$ cat config.mk
export PLATFORM = sky130hd
export DESIGN_NAME = spi_xfer_engine
export DESIGN_NICKNAME = d
export VERILOG_FILES = /design/src/rtl/spi_xfer_pkg.sv /design/src/rtl/spi_xfer_ctrl.sv /design/src/rtl/spi_xfer_dp.sv /design/src/rtl/spi_xfer_engine.sv
export SDC_FILE = /design/constraint.sdc
export NUM_CORES = 1
export LEC_CHECK = 0
export ABC_AREA = 1
export BUFFER_PORTS_ARGS = -buffer_cell sky130_fd_sc_hd__buf_4
export CAP_MARGIN = 10
export CORE_ASPECT_RATIO = 2
export CORE_MARGIN = 2
export CORE_UTILIZATION = 45
export DETAILED_ROUTE_END_ITERATION = 8
export PLACE_DENSITY = 0.68
export SYNTH_ARGS = -nofsm -noshare
export SYNTH_HDL_FRONTEND = slang
export SYNTH_HIERARCHICAL = 1
export SYNTH_SLANG_ARGS = --single-unit
$ cat constraint.sdc
create_clock -name clk -period 2.68 [get_ports clk]
set_input_delay 0.134 -clock clk [delete_from_list [all_inputs] [get_ports clk]]
set_output_delay 0.134 -clock clk [all_outputs]
set_load 0.1 [all_outputs]
$ cat src/rtl/spi_xfer_pkg.sv
package spi_xfer_pkg;
  localparam int CTRL_W   = 32;
  localparam int BYTE_W   = 8;
  localparam int CS_LINES = 4;
  localparam int SEL_W    = $clog2(CS_LINES);
  localparam int EDGE_W   = $clog2(2 * BYTE_W);

  // control word bit positions (software-visible layout)
  localparam int B_EN     = 0;
  localparam int B_MASTER = 1;
  localparam int B_CPHA   = 2;
  localparam int B_CPOL   = 3;
  localparam int B_ALOW   = 4;
  localparam int B_LSB    = 6;
  localparam int B_START  = 10;
  localparam int B_SEL    = 12;
  localparam int B_DISC   = 15;
  localparam int B_MAN    = 16;
  localparam int B_LVL    = 17;

  typedef enum logic [2:0] {
    ST_IDLE, ST_LEAD, ST_LOAD, ST_SHIFT, ST_TRAIL
  } xferState_t;

  // strobes from control to datapath
  typedef struct packed {
    logic clear;
    logic load;
    logic filler;
    logic leadEdge;
    logic trailEdge;
  } xferStb_t;
endpackage

$ cat src/rtl/spi_xfer_ctrl.sv
module spi_xfer_ctrl
  import spi_xfer_pkg::*;
#(
  parameter int CNT_W = 24
) (
  input  logic                clk,
  input  logic                rstN,
  input  logic                ctrlWr,
  input  logic [CTRL_W-1:0]   ctrlWdata,
  output logic [CTRL_W-1:0]   ctrlQ,
  input  logic [CNT_W-1:0]    burstLen,
  input  logic [CNT_W-1:0]    txLen,
  input  logic                tick,
  input  logic                txValid,
  output xferStb_t            stb,
  output logic                txPop,
  output logic                rxPush,
  output logic                xferDone,
  output logic [CS_LINES-1:0] csOut
);
  localparam logic [EDGE_W-1:0] LAST_EDGE = EDGE_W'(2 * BYTE_W - 1);

  xferState_t        state;
  logic              halfQ;
  logic [EDGE_W-1:0] edgeQ;
  logic [CNT_W-1:0]  burstLeft;
  logic [CNT_W-1:0]  txLeft;
  logic [CTRL_W-1:0] ctrlNext;
  logic              doneQ, pushQ;
  logic              go, clrStart, lastEdge, txLeftZero;

  assign go         = ctrlQ[B_START] & ctrlQ[B_EN] & ctrlQ[B_MASTER];
  assign txLeftZero = (txLeft == '0);

  always_comb begin
    stb      = '0;
    clrStart = 1'b0;
    case (state)
      ST_IDLE: begin
        stb.clear = 1'b1;
        clrStart  = go && (burstLen == '0);
      end
      ST_LOAD:
        if (txLeftZero || txValid) begin
          stb.load   = 1'b1;
          stb.filler = txLeftZero;
        end
      ST_SHIFT:
        if (tick) begin
          stb.leadEdge  = ~edgeQ[0];
          stb.trailEdge = edgeQ[0];
        end
      ST_TRAIL: clrStart = tick && halfQ;
      default: ;
    endcase
  end

  assign lastEdge = stb.trailEdge && (edgeQ == LAST_EDGE);

  always_comb begin
    ctrlNext = ctrlWr ? ctrlWdata : ctrlQ;
    if (clrStart) ctrlNext[B_START] = 1'b0;
  end

  always_ff @(posedge clk or negedge rstN) begin
    if (!rstN) begin
      state     <= ST_IDLE;
      ctrlQ     <= '0;
      halfQ     <= 1'b0;
      edgeQ     <= '0;
      burstLeft <= '0;
      txLeft    <= '0;
      doneQ     <= 1'b0;
      pushQ     <= 1'b0;
    end else begin
      ctrlQ <= ctrlNext;
      doneQ <= clrStart;
      pushQ <= lastEdge && !ctrlQ[B_DISC];
      case (state)
        ST_IDLE:
          if (go && (burstLen != '0)) begin
            burstLeft <= burstLen;
            txLeft    <= txLen;
            halfQ     <= 1'b0;
            state     <= ST_LEAD;
          end
        ST_LEAD:
          if (tick) begin
            halfQ <= ~halfQ;
            if (halfQ) state <= ST_LOAD;
          end
        ST_LOAD:
          if (stb.load) begin
            if (!stb.filler) txLeft <= txLeft - CNT_W'(1);
            edgeQ <= '0;
            state <= ST_SHIFT;
          end
        ST_SHIFT:
          if (tick) begin
            edgeQ <= edgeQ + EDGE_W'(1);
            if (lastEdge) begin
              burstLeft <= burstLeft - CNT_W'(1);
              halfQ     <= 1'b0;
              state     <= (burstLeft == CNT_W'(1)) ? ST_TRAIL : ST_LOAD;
            end
          end
        ST_TRAIL:
          if (tick) begin
            halfQ <= ~halfQ;
            if (halfQ) state <= ST_IDLE;
          end
        default: state <= ST_IDLE;
      endcase
    end
  end

  assign txPop    = stb.load & ~stb.filler;
  assign rxPush   = pushQ;
  assign xferDone = doneQ;

  // chip-select drive
  logic idleLvl, selLvl;
  assign idleLvl = ctrlQ[B_ALOW];
  assign selLvl  = ctrlQ[B_MAN] ? ctrlQ[B_LVL]
                 : ((state != ST_IDLE) ? ~idleLvl : idleLvl);

  for (genvar i = 0; i < CS_LINES; i++) begin : g_cs
    assign csOut[i] = (ctrlQ[B_SEL +: SEL_W] == SEL_W'(i)) ? selLvl : idleLvl;
  end
endmodule

$ cat src/rtl/spi_xfer_dp.sv
module spi_xfer_dp
  import spi_xfer_pkg::*;
(
  input  logic              clk,
  input  logic              rstN,
  input  xferStb_t          stb,
  input  logic [BYTE_W-1:0] txByte,
  input  logic              cpol,
  input  logic              cpha,
  input  logic              lsbFirst,
  input  logic              miso,
  output logic              sclk,
  output logic              mosi,
  output logic [BYTE_W-1:0] rxByte
);
  function automatic logic [BYTE_W-1:0] flip(input logic [BYTE_W-1:0] v);
    for (int i = 0; i < BYTE_W; i++) flip[i] = v[BYTE_W-1-i];
  endfunction

  logic              phaseQ, mosiQ;
  logic [BYTE_W-1:0] txShift, rxShift, ordered, srcByte;
  logic              sampleEdge, launchEdge;

  assign srcByte    = stb.filler ? '0 : txByte;
  assign ordered    = lsbFirst ? flip(srcByte) : srcByte;
  assign sampleEdge = cpha ? stb.trailEdge : stb.leadEdge;
  assign launchEdge = cpha ? stb.leadEdge : stb.trailEdge;

  always_ff @(posedge clk or negedge rstN) begin
    if (!rstN) begin
      phaseQ  <= 1'b0;
      mosiQ   <= 1'b0;
      txShift <= '0;
      rxShift <= '0;
    end else begin
      if (stb.clear) phaseQ <= 1'b0;
      else if (stb.leadEdge || stb.trailEdge) phaseQ <= ~phaseQ;

      if (stb.load) begin
        if (cpha) txShift <= ordered;
        else begin
          mosiQ   <= ordered[BYTE_W-1];
          txShift <= {ordered[BYTE_W-2:0], 1'b0};
        end
      end else if (launchEdge) begin
        mosiQ   <= txShift[BYTE_W-1];
        txShift <= {txShift[BYTE_W-2:0], 1'b0};
      end

      if (sampleEdge) rxShift <= {rxShift[BYTE_W-2:0], miso};
    end
  end

  assign sclk   = phaseQ ^ cpol;
  assign mosi   = mosiQ;
  assign rxByte = lsbFirst ? flip(rxShift) : rxShift;
endmodule

$ cat src/rtl/spi_xfer_engine.sv
module spi_xfer_engine
  import spi_xfer_pkg::*;
#(
  parameter int CNT_W = 24
) (
  input  logic                clk,
  input  logic                rstN,
  input  logic                ctrlWr,
  input  logic [CTRL_W-1:0]   ctrlWdata,
  output logic [CTRL_W-1:0]   ctrlRdata,
  input  logic [CNT_W-1:0]    burstLen,
  input  logic [CNT_W-1:0]    txLen,
  input  logic                tick,
  input  logic [BYTE_W-1:0]   txData,
  input  logic                txValid,
  output logic                txPop,
  output logic [BYTE_W-1:0]   rxData,
  output logic                rxPush,
  output logic                sclk,
  output logic                mosi,
  input  logic                miso,
  output logic [CS_LINES-1:0] csOut,
  output logic                xferDone
);
  xferStb_t stb;

  spi_xfer_ctrl #(.CNT_W(CNT_W)) i_ctrl (
    .clk(clk), .rstN(rstN), .ctrlWr(ctrlWr), .ctrlWdata(ctrlWdata),
    .ctrlQ(ctrlRdata), .burstLen(burstLen), .txLen(txLen), .tick(tick),
    .txValid(txValid), .stb(stb), .txPop(txPop), .rxPush(rxPush),
    .xferDone(xferDone), .csOut(csOut)
  );

  spi_xfer_dp i_dp (
    .clk(clk), .rstN(rstN), .stb(stb), .txByte(txData),
    .cpol(ctrlRdata[B_CPOL]), .cpha(ctrlRdata[B_CPHA]),
    .lsbFirst(ctrlRdata[B_LSB]), .miso(miso),
    .sclk(sclk), .mosi(mosi), .rxByte(rxData)
  );
endmodule

After elaboration in Yosys (flattened, before gate mapping) --
Cells that the tools add are included.
Cells by class: add/subtract/negate cells 3, multiply operators 0, divide/modulo/power cells 0, $lt $le $gt $ge 0, eq/ne operators 20, shifts and indexed selects 0, multiplexer cells 53, bitwise gates (word level) 9, reduce and logical (&&, ||, !) cells 28
Operators by type and width (count):
- $mux W24 | 6
- $pmux W24 S2 | 2
- $logic_not A24 Y1 | 2
- $mux W8 | 6
- $sub A24 B1 Y24 const B | 2
- $mux W3 | 9
- $eq A24 B1 Y1 const B | 1
- $reduce_bool A24 Y1 | 1
- $mux W1 | 19
- $pmux W3 S5 | 1
- $ne A2 B1 Y1 const B | 6
- $reduce_bool A2 Y1 | 6
- $mux W11 | 1
- $ne A2 B2 Y1 const B | 5
- $mux W2 | 4
- $mux W4 | 2
- $pmux W4 S2 | 1
- $reduce_and A4 Y1 | 2
- $reduce_and A8 Y1 | 1
- $eq A3 B2 Y1 const B | 2
- $reduce_bool A3 Y1 | 2
- $logic_and A1 B1 Y1 | 5
- $not A1 Y1 | 5
- $reduce_and A5 Y1 | 1
- 17 further kinds | 21
Storage, ports and cells: register bits 108, latch bits 0, memory bits (writable) 0, ROM bits 0, logic and storage cells 126, memories kept 0

Logic depth before layout (Yosys ltp) --
Gate-level depths: netlist of the first run.
depth in word-level cells 8, mapped depth 15, gate-level depth less buffers 15

Cells and area by module --
Netlist of the first run, hierarchy kept.
Modules (own cells, without submodules):
- spi_xfer_ctrl | instances 1, cells an instance 875, area each 5786.8 um2, sequential area each 2252.2 um2
- spi_xfer_dp | instances 1, cells an instance 156, area each 1072.3 um2, sequential area each 450.4 um2

Least setup slack after synthesis of the first run --
OpenSTA, ideal clock, no wires.
path type reg-to-output, start point register i_ctrl.ctrlQ[6], end point output rxData[0], arrival 3329 ps, data required time 2546 ps, slack -783 ps, cell stages (with the launch flop) 4, path buffers 2, cells stage by stage dfrtp_1 > buf_2 > buf_2 > o21ai_0
On the way: longest elaborated chain between the ends 1
RTL lines:
- from (decl) | line spi_xfer_ctrl.sv:10 | output logic [CTRL_W-1:0] ctrlQ,
- from (signal assigned) | line spi_xfer_ctrl.sv:76 | ctrlQ <= ctrlNext;
- $mux W8 | line spi_xfer_dp.sv:56 | assign rxByte = lsbFirst ? flip(rxShift) : rxShift;
- to (decl) | line spi_xfer_engine.sv:17 | output logic [BYTE_W-1:0] rxData,
Every way passes these cells.

==> results of run 1 <==
-- where the power goes --
part           switching, mW  leakage (nW)  internal, mW
Combinational           3.49          3.10          1.49
Sequential             0.607          1.35          2.19
Clock                  0.669         0.149         0.684
Total                   4.76          4.60          4.36
-- metal layers --
layer	global-route usage [%]	vias up	share of wire (%)
li1	-	3598	-
met3	2.831	62	3.1
met1	26.18	3230	37
met4	13.76	0	5.1
met2	46.51	186	55
met5	0	-	0
-- critical path, cell delays in order (launching register included) --
cell     delay, ns
dfrtp_1       0.38
inv_1         0.11
ha_1          0.19
nand2_1       0.14
nor2_2        0.16
nand3_2       0.14
nand2_1       0.09
nand2_1       0.13
nor2_1        0.29
inv_2         0.12
nor2_2        0.26
nand2_1       0.09
nand3_1       0.08
nand2_1       0.05
inv_1         0.04
-- sequential cells by signal (all words and copies together), names as in the netlist --
signal and cells:
i_ctrl/edgeQ 4, i_dp/phaseQ 1, i_dp/rxShift 8, i_dp/txShift 8, i_ctrl/state 3, i_ctrl/txLeft 24
i_ctrl/xferDone 1, i_ctrl/burstLeft 24, i_ctrl/rxPush 1, i_dp/mosi 1, i_ctrl/ctrlQ 32, i_ctrl/halfQ 1
-- kinds of logic (layout without fill, tap and decap cells) --
kind of cell,after synthesis,in the layout
mux,2,2
simple gates,698,698
buf+inv,120,293
compound gates,89,89
fa+ha+maj,4,4
xor+xnor,10,10
flops,108,108
-- area by class of cell --
| type | count | area (µm²) | share of cell area, % |
|---|---|---|---|
| clock buffers | 10 | 239.0 | 2.733 |
| inverters | 90 | 337.8 | 3.864 |
| flip-flops and latches | 108 | 2703 | 30.91 |
| repair buffers | 187 | 1486 | 17.00 |
| clock inverters | 6 | 60.06 | 0.6869 |
| well taps | 195 | 244.0 | 2.790 |
| multi-input cells | 803 | 3674 | 42.01 |
-- timing repair --
action                                  CTS  global route
endpoints found under the hold margin    89             0
endpoints found under the setup margin    0             0
hold buffers                             33             0
-- worst paths after layout --
check / startpoint / end / slack, ns / cells past startpoint
setup / recovery: i_ctrl/txLeft[0] / i_dp/txShift[6] / 0.35 / 14
hold / removal: ctrlWdata[10] / i_ctrl/ctrlQ[10] / 0.04 / 3
setup reg to reg: i_ctrl/txLeft[0] / i_dp/txShift[6] / 0.35 / 14
hold reg to reg: i_ctrl/ctrlQ[30] / i_ctrl/ctrlQ[30] / 0.48 / 2
max in group asynchronous: rstN / i_ctrl/edgeQ[0] / 1.46 / 3
min in group asynchronous: rstN / i_ctrl/txLeft[14] / 0.41 / 2
-- cell usage in the layout, fill, tap and decap left out, types with 20 or more instances in the layout --
cell | netlist | routed
buf_4 | 3 | 154
dfrtp_1 | 108 | 108
dlygate4sd3_1 | 0 | 33
inv_1 | 81 | 81
nand2_1 | 439 | 439
nand3_1 | 92 | 92
nand4_1 | 20 | 20
nor2_1 | 92 | 92
o21ai_0 | 36 | 30
o21ai_2 | 15 | 22
==> summary.txt, run 1 <==
Port buffer count: 142
Crit share post-route: 87.12%
Vias: 7076
Setup violations, final: 0
Placed Area: 8114 µm²
Period minus WS final: 2.335 ns
WL final: 19550 µm
Largest family of logic cells by synthesized area: simple AND/OR/NAND/NOR gates
Syn Std Cell Area: 6859 µm²
Most frequent cells after synthesis: 439 x nand2_1, 108 x dfrtp_1, 92 x nand3_1, 92 x nor2_1, 81 x inv_1
Syn Nets: 1129
GRT overflow: 0
Core area: 14900 µm²
Worst Max-Slew Pin Slew: 1.084 ns
CTS H-tree lvls: 3
Post-synthesis adder-cell area fraction: 0.7297%
Compound-Gate Fraction of Synth Area: 7.880%
Rel. slew slack: 27.31%
Number of remaining DRC errors: 0
Setup crit end kind: flop
CTS tree: yes
Worst Path Arrival: 2.63 ns
Largest net degree at the start of global routing: 61
First-pass DRT Iterations: 5
Vias/cell: 5.058
Max Cap Viol: 0
Total power: 9.124 mW
CP required: 2.97 ns
DIE WIDTH: 91.30 µm
Post-CTS Resized: 0
P_leak: 4.596 nW
Final hold vios: 0
GRT Total Usage: 24.64%
Worst Skew: 0.01239 ns
Die Span Y: 178.6 µm
Post-synth EDFFs: 0
CTS clk-pin slew, worst paths: 0.08 ns
Top_reg_cell synth: dfrtp_1
Worst vdd ir: 0.0004430 V
I/O pin count: 143
Area added between synthesis and finish: 27.47%
Final RePlAce weighted congestion: 0.8964
CP Launch Type: flop
Non-Filler Instances: 1399
Synth Area in XOR/XNOR: 1.277%
Slew Viols, Final: 0
Clk root buf: clkbuf_16
Clk Latency, worst-skew pair: 0.36 ns
Core Rows: 63
Dpl ws: 0.3793 ns
Yosys top cell area share: 39.40%
Layout cells sized above 1: 20.60%
Post-Synthesis Cells: 1031
Synthesized area per cell: 6.653 µm²
RSZ-0062 raised after global routing: no
Final Instance Area: 8743 µm²
Cell taking the most area after synthesis: dfrtp_1
Worst-path fanout max: 8
Mux cell area share after synthesis: 0.2919%
Sink Count: 108
Pwr Density: 1044 nW/µm²
Initial Util: 46.04%
Vias in the first global route: 6909
F_max: 428.3 MHz
Top-count cell post-synth: nand2_1
FILL cells: 1445
Layout Utilization: 58.69%
Final ANT Viol Nets: 0
Yosys warning count: 6
First-pass GRT wire length: 32350 µm
Post-CTS Setup Inserts: 0
Wirelength per Cell: 13.97 µm
Setup TNS: 0 ns
Deepest clock path buffer count: 2
WHS: 0.03902 ns
Ant diodes: 0
Async S/R FF share, synth: 100.0%
Antenna violations before repair: 0
Worst min-delay path class: in -> reg
Initial DRC count: 265
Synth top area cells: dfrtp_1 39%, nand2_1 24%, nand3_1 6.7%
Placed cells: 1350
Fin worst setup slack: 0.3452 ns
Cell variety after synth: 40
TritonCTS buffer count: 9
Simple-gate share of the synthesized area: 43.00%
Status: complete, no violations
DP Wirelength: 14560 µm
Sequential fraction of the synthesis area: 39.40%
Nets: 1297
CP Class: reg -> reg
FF+latch count, synth: 108
Die ar.: 16310 µm²
Note: power is estimated with default switching activity, not from simulation.
==> inputs of run 2 (changes only) <==
--- a/config.mk
+++ b/config.mk
@@ -13,6 +13,7 @@
 export CORE_UTILIZATION = 45
 export DETAILED_ROUTE_END_ITERATION = 8
 export PLACE_DENSITY = 0.68
+export RECOVER_POWER = 100
 export SYNTH_ARGS = -nofsm -noshare
 export SYNTH_HDL_FRONTEND = slang
 export SYNTH_HIERARCHICAL = 1
==> run 2 against run 1 <==
Net effect:
- the flow now finishes with violations (max-capacitance violations, max-slew violations)
- sequential power is essentially flat
- flip-flop and latch count is the same
- total power shrank 2.1%
- via count shrank 0.54%
- fmax shrank 2.7%
- sequential share of layout area grew 0.91 points
- count of clock-buffer cells in the layout is the same
- worst hold slack lost 0.0018 ns
- critical path depth shrank 9
- critical path type is now in -> reg
- largest cell class unchanged
- largest power group unchanged
==> summary.txt, run 2 (synthesized netlist as in run 1, its figures left out) <==
Status: finished, violations left
Violated checks: max-capacitance violations, max-slew violations
Pwr Density: 1052 nW/µm²
Final ANT Viol Nets: 0
Multi-input logic area: 3615 µm²
P_leak: 4.419 nW
Worst min-delay path class: in -> reg
Sink Count: 108
Vias/cell: 5.031
Worst reg2reg setup slack: 0.32 ns
Largest regs: i_ctrl/ctrlQ: 32 flops, i_ctrl/burstLeft: 24 flops, i_ctrl/txLeft: 24 flops
FILL cells: 1515
GRT overflow: 0
Largest net degree at the start of global routing: 61
Area added between synthesis and finish: 23.84%
Cell mode on critical path: nand2_1
Number of remaining DRC errors: 0
Number of flip-flops in the largest register: 32
Placed cells: 1350
Critical path, cell by cell: clkbuf_1, clkinv_1, clkbuf_2, nand2_1, nand2_1
Hold Path Depth: 3
Leading cell type in the layout, fill and taps excluded: nand2_1
I/O pin count: 143
Reg2reg end: i_ctrl/burstLeft[4]
WL final: 19640 µm
Post-CTS Setup Inserts: 0
Period minus WS final: 2.400 ns
Clk Latency, worst-skew pair: 0.36 ns
Worst Skew: 0.01248 ns
CP Launch Type: input pin
Die ar.: 16310 µm²
Worst hold start: ctrlWdata[10]
Deepest clock path buffer count: 2
Port buffer count: 142
End of the worst hold path: i_ctrl/ctrlQ[10]
Setup violations, final: 0
Non-Filler Instances: 1399
Slew Viols, Final: 99
Nets: 1297
Register Area: 2703 µm²
Worst r2r src: i_ctrl/state[0]
Worst Path Arrival: 2.65 ns
Core area: 14900 µm²
First-pass GRT wire length: 32350 µm
Clk root buf: clkbuf_16
Crit share post-route: 89.54%
Routed wl met3: 554 µm
Rel. slew slack: -6.155%
Worst vdd ir: 0.0004412 V
CP Class: in -> reg
TritonCTS buffer count: 9
Initial DRC count: 272
Slowest cell on crit path: clkbuf_1
GRT Total Usage: 24.64%
Most flop-heavy register: i_ctrl/ctrlQ
RSZ-0062 raised after global routing: no
CP startpoint: ctrlWr
First-pass DRT Iterations: 5
Vias: 7038
DIE WIDTH: 91.30 µm
DP Wirelength: 14560 µm
F_max: 416.7 MHz
Layout cells sized above 1: 15.86%
Die Span Y: 178.6 µm
Wirelength per Cell: 14.04 µm
Crit-path max cell delay: 1.11 ns
Setup crit end kind: flop
Metal-1 WL: 7306 µm
Final hold vios: 0
Placed Area: 8114 µm²
Worst Max-Slew Pin Slew: 1.592 ns
Final Instance Area: 8494 µm²
CTS clk-pin slew, worst paths: 0.08 ns
Uppermost layer routed: met4
Vias in the first global route: 6909
CP required: 2.93 ns
Reg2Reg Depth: 8
Ant diodes: 0
Antenna violations before repair: 0
Initial Util: 46.04%
Worst-path fanout max: 37
Most frequent cells in the layout: 447 x nand2_1, 108 x dfrtp_1, 95 x buf_4, 94 x nand3_1, 93 x nor2_1
Core Rows: 63
Final RePlAce weighted congestion: 0.8964
Metal2 WL: 10790 µm
CTS H-tree lvls: 3
Max Cap Viol: 2
CTS tree: yes
==> run 2: cell count changes in the layout (fill, tap and decap cells not counted), moves of 6 or more <==
| cell | previous run | this run |
|---|---|---|
| o21ai_2 | 22 | 16 |
| o21ai_1 | 14 | 5 |
| nand2_2 | 15 | 7 |
| buf_4 | 154 | 95 |
| o21ai_0 | 30 | 45 |
| clkbuf_2 | 0 | 18 |
| nand2_1 | 439 | 447 |
| clkbuf_1 | 0 | 38 |
==> run 2: worst max-delay path, delay by kind of cell <==
kind / cells / cell delay (ns)
buffers and inverters: 3 / 2.29
and+or+nand+nor: 2 / 0.20
==> run 2: metal layers <==
layer	track usage, %	vias up
met4	13.76	0
li1	-	3591
met3	2.831	61
met5	0	-
met2	46.51	156
met1	26.18	3230
==> run 2: metrics by stage <==
| stage | power, mW | hold WS [ns] | worst slack (ns) | util [%] | TNS (ns) |
|---|---|---|---|---|---|
| 6_report | 8.934 | 0.03726 | 0.2804 | 57.02 | 0 |
| 5_1_grt | 9.703 | 0.04207 | 0.03769 | 57.02 | 0 |
| 4_1_cts | 9.184 | 0.02315 | 0.3298 | 58.69 | 0 |
| 3_5_place_dp | 7.762 | 0.2817 | 0.3793 | 54.46 | 0 |
| 3_3_place_gp | 7.707 | 0.2869 | 0.4344 | 54.46 | 0 |
| 2_1_floorplan | 6.557 | -0.1616 | -0.3303 | - | -1.395 |
==> run 2: worst max-delay path by stage <==
stage,end,slack (ns),cells after the start
4_1_cts,i_dp/txShift[6],0.33,14
2_1_floorplan,csOut[1],-0.33,4
5_1_grt,i_dp/mosi,0.04,13
3_3_place_gp,i_dp/txShift[6],0.43,14
3_5_place_dp,i_dp/txShift[6],0.38,14
6_report,i_ctrl/ctrlQ[7],0.28,5
==> run 2: area by class of cell <==
class | instances | area share (%)
sequential | 108 | 31.82
clock inverter | 6 | 0.7070
clock buffer | 10 | 2.813
timing repair buffer | 187 | 15.26
tap | 195 | 2.872
multi-input combinational | 803 | 42.55
inverter | 90 | 3.977
==> run 2: power breakdown <==
part           leakage (nW)  switching (mW)  total (mW)  internal, mW
combinational          2.92            3.44        4.78          1.34
clock                 0.149           0.669        1.35         0.684
sequential             1.35           0.608        2.80          2.19
total                  4.42            4.72        8.93          4.22
==> run 2: what timing repair did <==
| item | 4_1_cts | 5_1_grt |
|---|---|---|
| gates resized for setup | 0 | 0 |
| hold buffers | 33 | 0 |
| hold endpoints to repair | 89 | 0 |
